--- config.mk ---
export PLATFORM = sky130hd
export DESIGN_NAME = rtcalm_cmp
export DESIGN_NICKNAME = d
export VERILOG_FILES = /design/src/rtl/rtcalm_pkg.sv /design/src/rtl/rtcalm_regs.sv /design/src/rtl/rtcalm_match.sv /design/src/rtl/rtcalm_flag.sv /design/src/rtl/rtcalm_cmp.sv
export SDC_FILE = /design/constraint.sdc
export NUM_CORES = 1
export LEC_CHECK = 0
export BUFFER_PORTS_ARGS = -buffer_cell sky130_fd_sc_hd__buf_4
export CORE_UTILIZATION = 30
export CTS_CLUSTER_DIAMETER = 120
export DETAILED_ROUTE_END_ITERATION = 6
export GPL_TIMING_DRIVEN = 1
export MAX_ROUTING_LAYER = met4
export PLACE_DENSITY_LB_ADDON = 0.12
export RECOVER_POWER = 25
export SLEW_MARGIN = 20
export SYNTH_ARGS = -nofsm -noshare
export SYNTH_HDL_FRONTEND = slang
export SYNTH_HIERARCHICAL = 1
export SYNTH_SLANG_ARGS = --single-unit
--- constraint.sdc ---
create_clock -name clk -period 4.3 [get_ports clk]
set_clock_uncertainty 0.1 [all_clocks]
set_input_delay 0.43 -clock clk [delete_from_list [all_inputs] [get_ports clk]]
set_output_delay 0.43 -clock clk [all_outputs]
set_load 0.02 [all_outputs]
--- src/rtl/rtcalm_pkg.sv ---
package rtcalm_pkg;
  typedef enum logic {MODE_CAL = 1'b0, MODE_BIN = 1'b1} mode_e;
  // Bytes of the binary alarm value (and of its mask)
  localparam int unsigned BIN_BYTES = 4;
  // Registers in the shared bank: alarm bytes plus mask bytes
  localparam int unsigned NREG      = 2 * BIN_BYTES;
  localparam int unsigned ADDR_W    = $clog2(NREG);
  // Calendar fields that carry an inline enable bit (all but the year)
  localparam int unsigned NFIELD    = NREG - 2;
  localparam int unsigned YR_VAL    = NREG - 2;
  localparam int unsigned YR_EN     = NREG - 1;
endpackage

--- src/rtl/rtcalm_regs.sv ---
module rtcalm_regs
  import rtcalm_pkg::*;
#(
  parameter int unsigned REG_W = 8
) (
  input  logic                        clk,
  input  logic                        rst_n,
  input  logic                        sw_rst,
  input  logic                        wr_en,
  input  logic [ADDR_W-1:0]           addr,
  input  logic [REG_W-1:0]            wr_data,
  output logic [NREG-1:0][REG_W-1:0]  regs_q,
  output logic [REG_W-1:0]            rd_data
);
  // No power-on reset: contents stay undefined until a software reset
  always_ff @(posedge clk) begin
    for (int i = 0; i < NREG; i++) begin
      if (sw_rst) begin
        regs_q[i] <= '0;
      end else if (wr_en && (addr == ADDR_W'(i))) begin
        regs_q[i] <= wr_data;
      end
    end
  end

  assign rd_data = regs_q[addr];


  swrst_clear_chk: assert property (@(posedge clk) disable iff (!rst_n)
    sw_rst |=> (rd_data == '0));


  write_store_chk: assert property (@(posedge clk) disable iff (!rst_n)
    (wr_en && !sw_rst) |=> (regs_q[$past(addr)] == $past(wr_data)));
endmodule

--- src/rtl/rtcalm_match.sv ---
module rtcalm_match
  import rtcalm_pkg::*;
#(
  parameter int unsigned REG_W = 8
) (
  input  mode_e                            mode_sel,
  input  logic [NREG-1:0][REG_W-1:0]       regs,
  input  logic [NFIELD-1:0][REG_W-2:0]     cal_cnt,
  input  logic [REG_W-1:0]                 cal_year,
  input  logic [REG_W*BIN_BYTES-1:0]       bin_cnt,
  output logic                             hit,
  output logic                             any_en
);
  localparam int unsigned FW    = REG_W - 1;
  localparam int unsigned BIN_W = REG_W * BIN_BYTES;

  // Calendar compare: one enable per field
  logic [NFIELD-1:0] fld_en;
  logic [NFIELD-1:0] fld_ok;
  logic              yr_en;
  logic              yr_ok;
  logic              cal_any;
  logic              cal_hit;

  for (genvar f = 0; f < NFIELD; f++) begin : g_field
    assign fld_en[f] = regs[f][REG_W-1];
    assign fld_ok[f] = !fld_en[f] || (regs[f][FW-1:0] == cal_cnt[f]);
  end

  assign yr_en   = regs[YR_EN][REG_W-1];
  assign yr_ok   = !yr_en || (regs[YR_VAL] == cal_year);
  assign cal_any = (|fld_en) || yr_en;
  assign cal_hit = cal_any && (&fld_ok) && yr_ok;

  // Binary compare: per-bit mask
  logic [BIN_W-1:0] bin_alarm;
  logic [BIN_W-1:0] bin_mask;
  logic             bin_any;
  logic             bin_hit;

  for (genvar b = 0; b < BIN_BYTES; b++) begin : g_byte
    assign bin_alarm[b*REG_W +: REG_W] = regs[b];
    assign bin_mask[b*REG_W +: REG_W]  = regs[BIN_BYTES + b];
  end

  assign bin_any = |bin_mask;
  assign bin_hit = bin_any && (((bin_cnt ^ bin_alarm) & bin_mask) == '0);

  always_comb begin
    if (mode_sel == MODE_BIN) begin
      hit    = bin_hit;
      any_en = bin_any;
    end else begin
      hit    = cal_hit;
      any_en = cal_any;
    end
  end
endmodule

--- src/rtl/rtcalm_flag.sv ---
module rtcalm_flag (
  input  logic clk,
  input  logic rst_n,
  input  logic sw_rst,
  input  logic tick,
  input  logic hit,
  input  logic irq_clr,
  output logic irq_flag
);
  logic prev_q;
  logic set_now;

  // Match seen on the previous tick
  always_ff @(posedge clk or negedge rst_n) begin
    if (!rst_n) begin
      prev_q <= 1'b0;
    end else if (sw_rst) begin
      prev_q <= 1'b0;
    end else if (tick) begin
      prev_q <= hit;
    end
  end

  assign set_now = tick && hit && !prev_q;

  always_ff @(posedge clk or negedge rst_n) begin
    if (!rst_n) begin
      irq_flag <= 1'b0;
    end else if (set_now) begin
      irq_flag <= 1'b1;
    end else if (irq_clr) begin
      irq_flag <= 1'b0;
    end
  end


  rise_cause_chk: assert property (@(posedge clk) disable iff (!rst_n)
    $rose(irq_flag) |-> $past(tick && hit));


  held_match_chk: assert property (@(posedge clk) disable iff (!rst_n)
    (tick && hit && prev_q && !irq_flag) |=> !irq_flag);


  sticky_chk: assert property (@(posedge clk) disable iff (!rst_n)
    (irq_flag && !irq_clr) |=> irq_flag);


  set_wins_chk: assert property (@(posedge clk) disable iff (!rst_n)
    (tick && hit && !prev_q && irq_clr) |=> irq_flag);


  no_tick_chk: assert property (@(posedge clk) disable iff (!rst_n)
    (!tick && !irq_flag) |=> !irq_flag);
endmodule

--- src/rtl/rtcalm_cmp.sv ---
module rtcalm_cmp
  import rtcalm_pkg::*;
#(
  parameter int unsigned REG_W = 8
) (
  input  logic                       clk,
  input  logic                       rst_n,
  input  logic                       sw_rst,
  input  logic                       mode,
  input  logic                       wr_en,
  input  logic [ADDR_W-1:0]          addr,
  input  logic [REG_W-1:0]           wr_data,
  output logic [REG_W-1:0]           rd_data,
  input  logic                       tick,
  input  logic [REG_W-2:0]           cal_sec,
  input  logic [REG_W-2:0]           cal_min,
  input  logic [REG_W-2:0]           cal_hour,
  input  logic [REG_W-2:0]           cal_wday,
  input  logic [REG_W-2:0]           cal_day,
  input  logic [REG_W-2:0]           cal_mon,
  input  logic [REG_W-1:0]           cal_year,
  input  logic [REG_W*BIN_BYTES-1:0] bin_cnt,
  input  logic                       irq_clr,
  output logic                       irq_flag
);
  logic [NREG-1:0][REG_W-1:0]   regs_q;
  logic [NFIELD-1:0][REG_W-2:0] cal_cnt;
  mode_e                        mode_sel;
  logic                         hit;
  logic                         any_en;

  assign mode_sel = mode_e'(mode);
  // Field order follows the register addresses 0..5
  assign cal_cnt  = {cal_mon, cal_day, cal_wday, cal_hour, cal_min, cal_sec};

  rtcalm_regs #(.REG_W(REG_W)) u_regs (
    .clk     (clk),
    .rst_n   (rst_n),
    .sw_rst  (sw_rst),
    .wr_en   (wr_en),
    .addr    (addr),
    .wr_data (wr_data),
    .regs_q  (regs_q),
    .rd_data (rd_data)
  );

  rtcalm_match #(.REG_W(REG_W)) u_match (
    .mode_sel (mode_sel),
    .regs     (regs_q),
    .cal_cnt  (cal_cnt),
    .cal_year (cal_year),
    .bin_cnt  (bin_cnt),
    .hit      (hit),
    .any_en   (any_en)
  );

  rtcalm_flag u_flag (
    .clk      (clk),
    .rst_n    (rst_n),
    .sw_rst   (sw_rst),
    .tick     (tick),
    .hit      (hit),
    .irq_clr  (irq_clr),
    .irq_flag (irq_flag)
  );


  empty_en_chk: assert property (@(posedge clk) disable iff (!rst_n)
    (tick && !any_en && !irq_flag) |=> !irq_flag);


  reset_flag_chk: assert property (@(posedge clk)
    !rst_n |-> !irq_flag);
endmodule

After elaboration in Yosys (flattened, before gate mapping)
Index checks and enable logic that the tools add are counted.
- word-level logic and storage cells: 70
- input port bits: 100
- register bits after elaboration: 66
- output and inout bits: 9
- bitwise operators: 2
- equal/unequal tests: 14
- reduce and logical (&&, ||, !) cells: 36
- $lt $le $gt $ge: 1
- mux-type cells: 7
- operators by type and width (operator ; count):
    $eq A7 B7 Y1 ; 6
    $and A32 B32 Y32 ; 1
    $logic_not A32 Y1 ; 1
    $reduce_or A32 Y1 ; 1
    $xor A32 B32 Y32 ; 1
    $bmux W8 S3 ; 1
    $logic_and A1 B1 Y1 ; 13
    $eq A3 B3 Y1 const B ; 4
    $eq A8 B8 Y1 ; 1
    $logic_not A1 Y1 ; 8
    $logic_or A1 B1 Y1 ; 8
    $mux W8 ; 1
    $eq A3 B2 Y1 const B ; 2
    $reduce_and A6 Y1 ; 1
    $reduce_or A6 Y1 ; 1
    $mux W1 ; 5
    $lt A3 B4 Y1 const B ; 1
    $reduce_bool A2 Y1 ; 2
    $eq A3 B1 Y1 const B ; 1
    $logic_not A3 Y1 ; 1

Longest topological paths before layout
- word-level depth: 9
- gate-level depth with buffers: 8
- gate-level depth less buffers: 8

Cells and area by module
Netlist, hierarchy kept.
- by module, submodules not included (module ; cells each ; times used ; seq. area each (µm²) ; area each (µm²)):
    rtcalm_regs ; 301 ; 1 ; 1281.2 ; 2927.8
    rtcalm_match ; 135 ; 1 ; 0.0 ; 1096.1
    rtcalm_flag ; 7 ; 1 ; 50.0 ; 80.1

Worst setup path after synthesis
Ideal clock, no wire load.
- path type: input to output
- from: input port addr[0]
- to: output port rd_data[1]
- path slack: 2.301 ns
- stages on the path: 4
- buffers on the path: 2
- required time: 3.770 ns
- arrival time: 1.469 ns
- cells stage by stage: buf_6 -> buf_8 -> mux4_2 -> mux2_4
- word-level cells in the longest chain between the ends: 2
- RTL lines (item ; RTL line ; source):
    from (decl) ; rtcalm_cmp.sv:11 ; input logic [ADDR_W-1:0] addr,
    $bmux W8 S3 ; rtcalm_regs.sv:26 ; assign rd_data = regs_q[addr];
    $mux W8 (not written as such) ; rtcalm_regs.sv:26 ;
    to (decl) ; rtcalm_cmp.sv:13 ; output logic [REG_W-1:0] rd_data,
Every way passes these cells. The select of a mux whose other input is x is not followed.

Worst setup path in the final report
- from: input port addr[0]
- to: output port rd_data[0]
Same word-level chain as after synthesis.

==> metrics.md <==
| Metric | Value |
|---|---|
| Die X | 118.9 um |
| Lkg Pwr | 0.002094 uW |
| Fillcell total | 1,360 |
| Final Cycle Share | 56.10% |
| Largest net degree at the start of global routing | 66 |
| CTS Buf Count | 9 |
| Worst Slack Setup Final | 1.888 ns |
| Most frequent cells in the layout | buf_4, nand2_1, dfxtp_1, xor2_1, a21oi_1 |
| Fin crit period | 2.412 ns |
| Router iterations before antenna repair | 6 |
| Post-Route Setup TNS | 0 ns |
| Starting density of the core | 30.82% |
| Power per Cell Area | 305.5 mW/mm2 |
| WL/cell | 22.44 um |
| Data arrival, critical path | 1.88 ns |
| Clock Tree Buf Depth | 2 |
| DRC Markers | 0 |
| Layout cells sized above 1 | 26.36% |
| Pre-CTS WS | 1.861 ns |
| Number of global-route vias before repair | 3,790 |
| First-pass GRT wire length | 23,520 um |
| CTS tree | built |
| Clk sinks | 66 |
| HPWL after DPL | 11,550 um |
| Initial antenna violation count | 0 |
| Buffers on Ports | 108 |
| Critical path endpoint category | output port |
| Die Height | 118.9 um |
| Type of the worst setup path | input pin to output port |
| Max-cap viol count | 0 |
| Mapped Cells | 442 |
| H-tree Lvls | 3 |
| Clk pin slew, worst setup/hold paths | 0.05 ns |
| Fmax | 414.5 MHz |
| Hold crit path type | input pin to flip-flop |
| Drt first-iter violations | 367 |
| Worst-path fanout max | 29 |
| GR Overflow Total | 0 |
| Via Count | 3,752 |
| Remaining antenna violation count | 0 |
| Final hold vios | 0 |
| Mapped Nets | 542 |
| Global-route usage over all layers | 23.64% |
| Io pins | 109 |
| Vias per inst | 5.277 |
| Latest clock arrival within the worst-skew pair | 0.33 ns |
| Multi-input logic area | 0.002585 mm2 |
| ANT cells | 0 |
| Headroom to the max-slew limit | 51.48% |
| Max-slew violations | 0 |
| Post-CTS Hold Buffers | 1 |
| Post-Syn Area | 0.004098 mm2 |
| CP required | 3.77 ns |
| Yosys warning total | 6 |
| Routed wire length | 15,950 um |
| Nets | 630 |
| Post CTS Setup Buffer Count | 0 |
| Status | finished, final reports clean |
| Post-CTS sizing | 0 |
| Flop2flop setup slack | 1.93 ns |
| RSZ-0062 raised after global routing | false |
| Synthesis-to-finish area growth | 27.63% |
| Peak supply drop | 214.8 uV |
| # setup viols final | 0 |
| Syn Area/Cell | 9.271 um2 |
| Standard-cell row count | 42 |
| CTS Root Cell | clkbuf_16 |
| Core Region | 0.01330 mm2 |
| Slew @ Worst Pin | 0.7278 ns |
| Die Footprint | 0.01413 mm2 |
| Global placement routability congestion | 0.9343 |
| Worst setup SP type | input pin |
| Register Area | 0.001331 mm2 |
| Commonest non-fill, non-tap cell in the layout | buf_4 |
-- where the power goes --
part | internal, uW | switching, uW
clock | 421 | 263
sequential | 628 | 26.2
combinational | 130 | 129
total | 1180 | 418
-- sequential cells by signal, indices dropped and copies added, names as in the netlist --
signal and count:
u_flag/irq_flag 1, u_flag/prev_q 1, u_regs/regs_q 64
-- stage by stage --
| stage | std cells | total power (uW) | cell area [um2] | hold slack, ns | util [%] |
|---|---|---|---|---|---|
| floorplan | 442 | 794.9 | 4098 | 0.03441 | - |
| global placement | 694 | 923.6 | 4951 | 0.1145 | 37.24 |
| detailed placement | 694 | 925.1 | 4951 | 0.1136 | 37.24 |
| CTS | 711 | 1611 | 5238 | 0.1788 | 39.39 |
| global route | 711 | 1650 | 5230 | 0.2015 | 39.34 |
| finish | 711 | 1598 | 5230 | 0.1860 | 39.34 |
-- worst paths after layout --
| path | start | to | depth (start not counted) |
|---|---|---|---|
| worst max-delay path | addr[0] | rd_data[0] | 4 |
| worst min-delay path | irq_clr | u_flag/irq_flag | 2 |
| worst max register to register | u_regs/regs_q[11] | u_flag/prev_q | 8 |
| worst min register to register | u_regs/regs_q[60] | u_regs/regs_q[60] | 2 |
| max in group asynchronous | rst_n | u_flag/irq_flag | 2 |
| min in group asynchronous | rst_n | u_flag/prev_q | 2 |
-- worst max-delay path, stage by stage --
cell and delay, ns:
buf_4 0.35, mux4_1 0.61, mux2_2 0.31, buf_4 0.17
-- routing by layer --
metal | up-vias | share of wire, % | track usage, %
li1 | 1751 | - | -
met1 | 1804 | 44 | 31.21
met2 | 176 | 47 | 37.46
met3 | 21 | 6.8 | 2.634
met4 | 0 | 2.1 | 8.386
met5 | - | 0 | -
-- cell type report --
class,instances,area share [%]
repair buffers,109,15.55
multi-input cells,343,49.43
clock buffers,14,5.048
well taps,176,4.211
clock inverters,2,0.2392
flip-flops and latches,66,25.45
inverters,1,0.07177
Note: power is estimated with default switching activity, not from simulation.
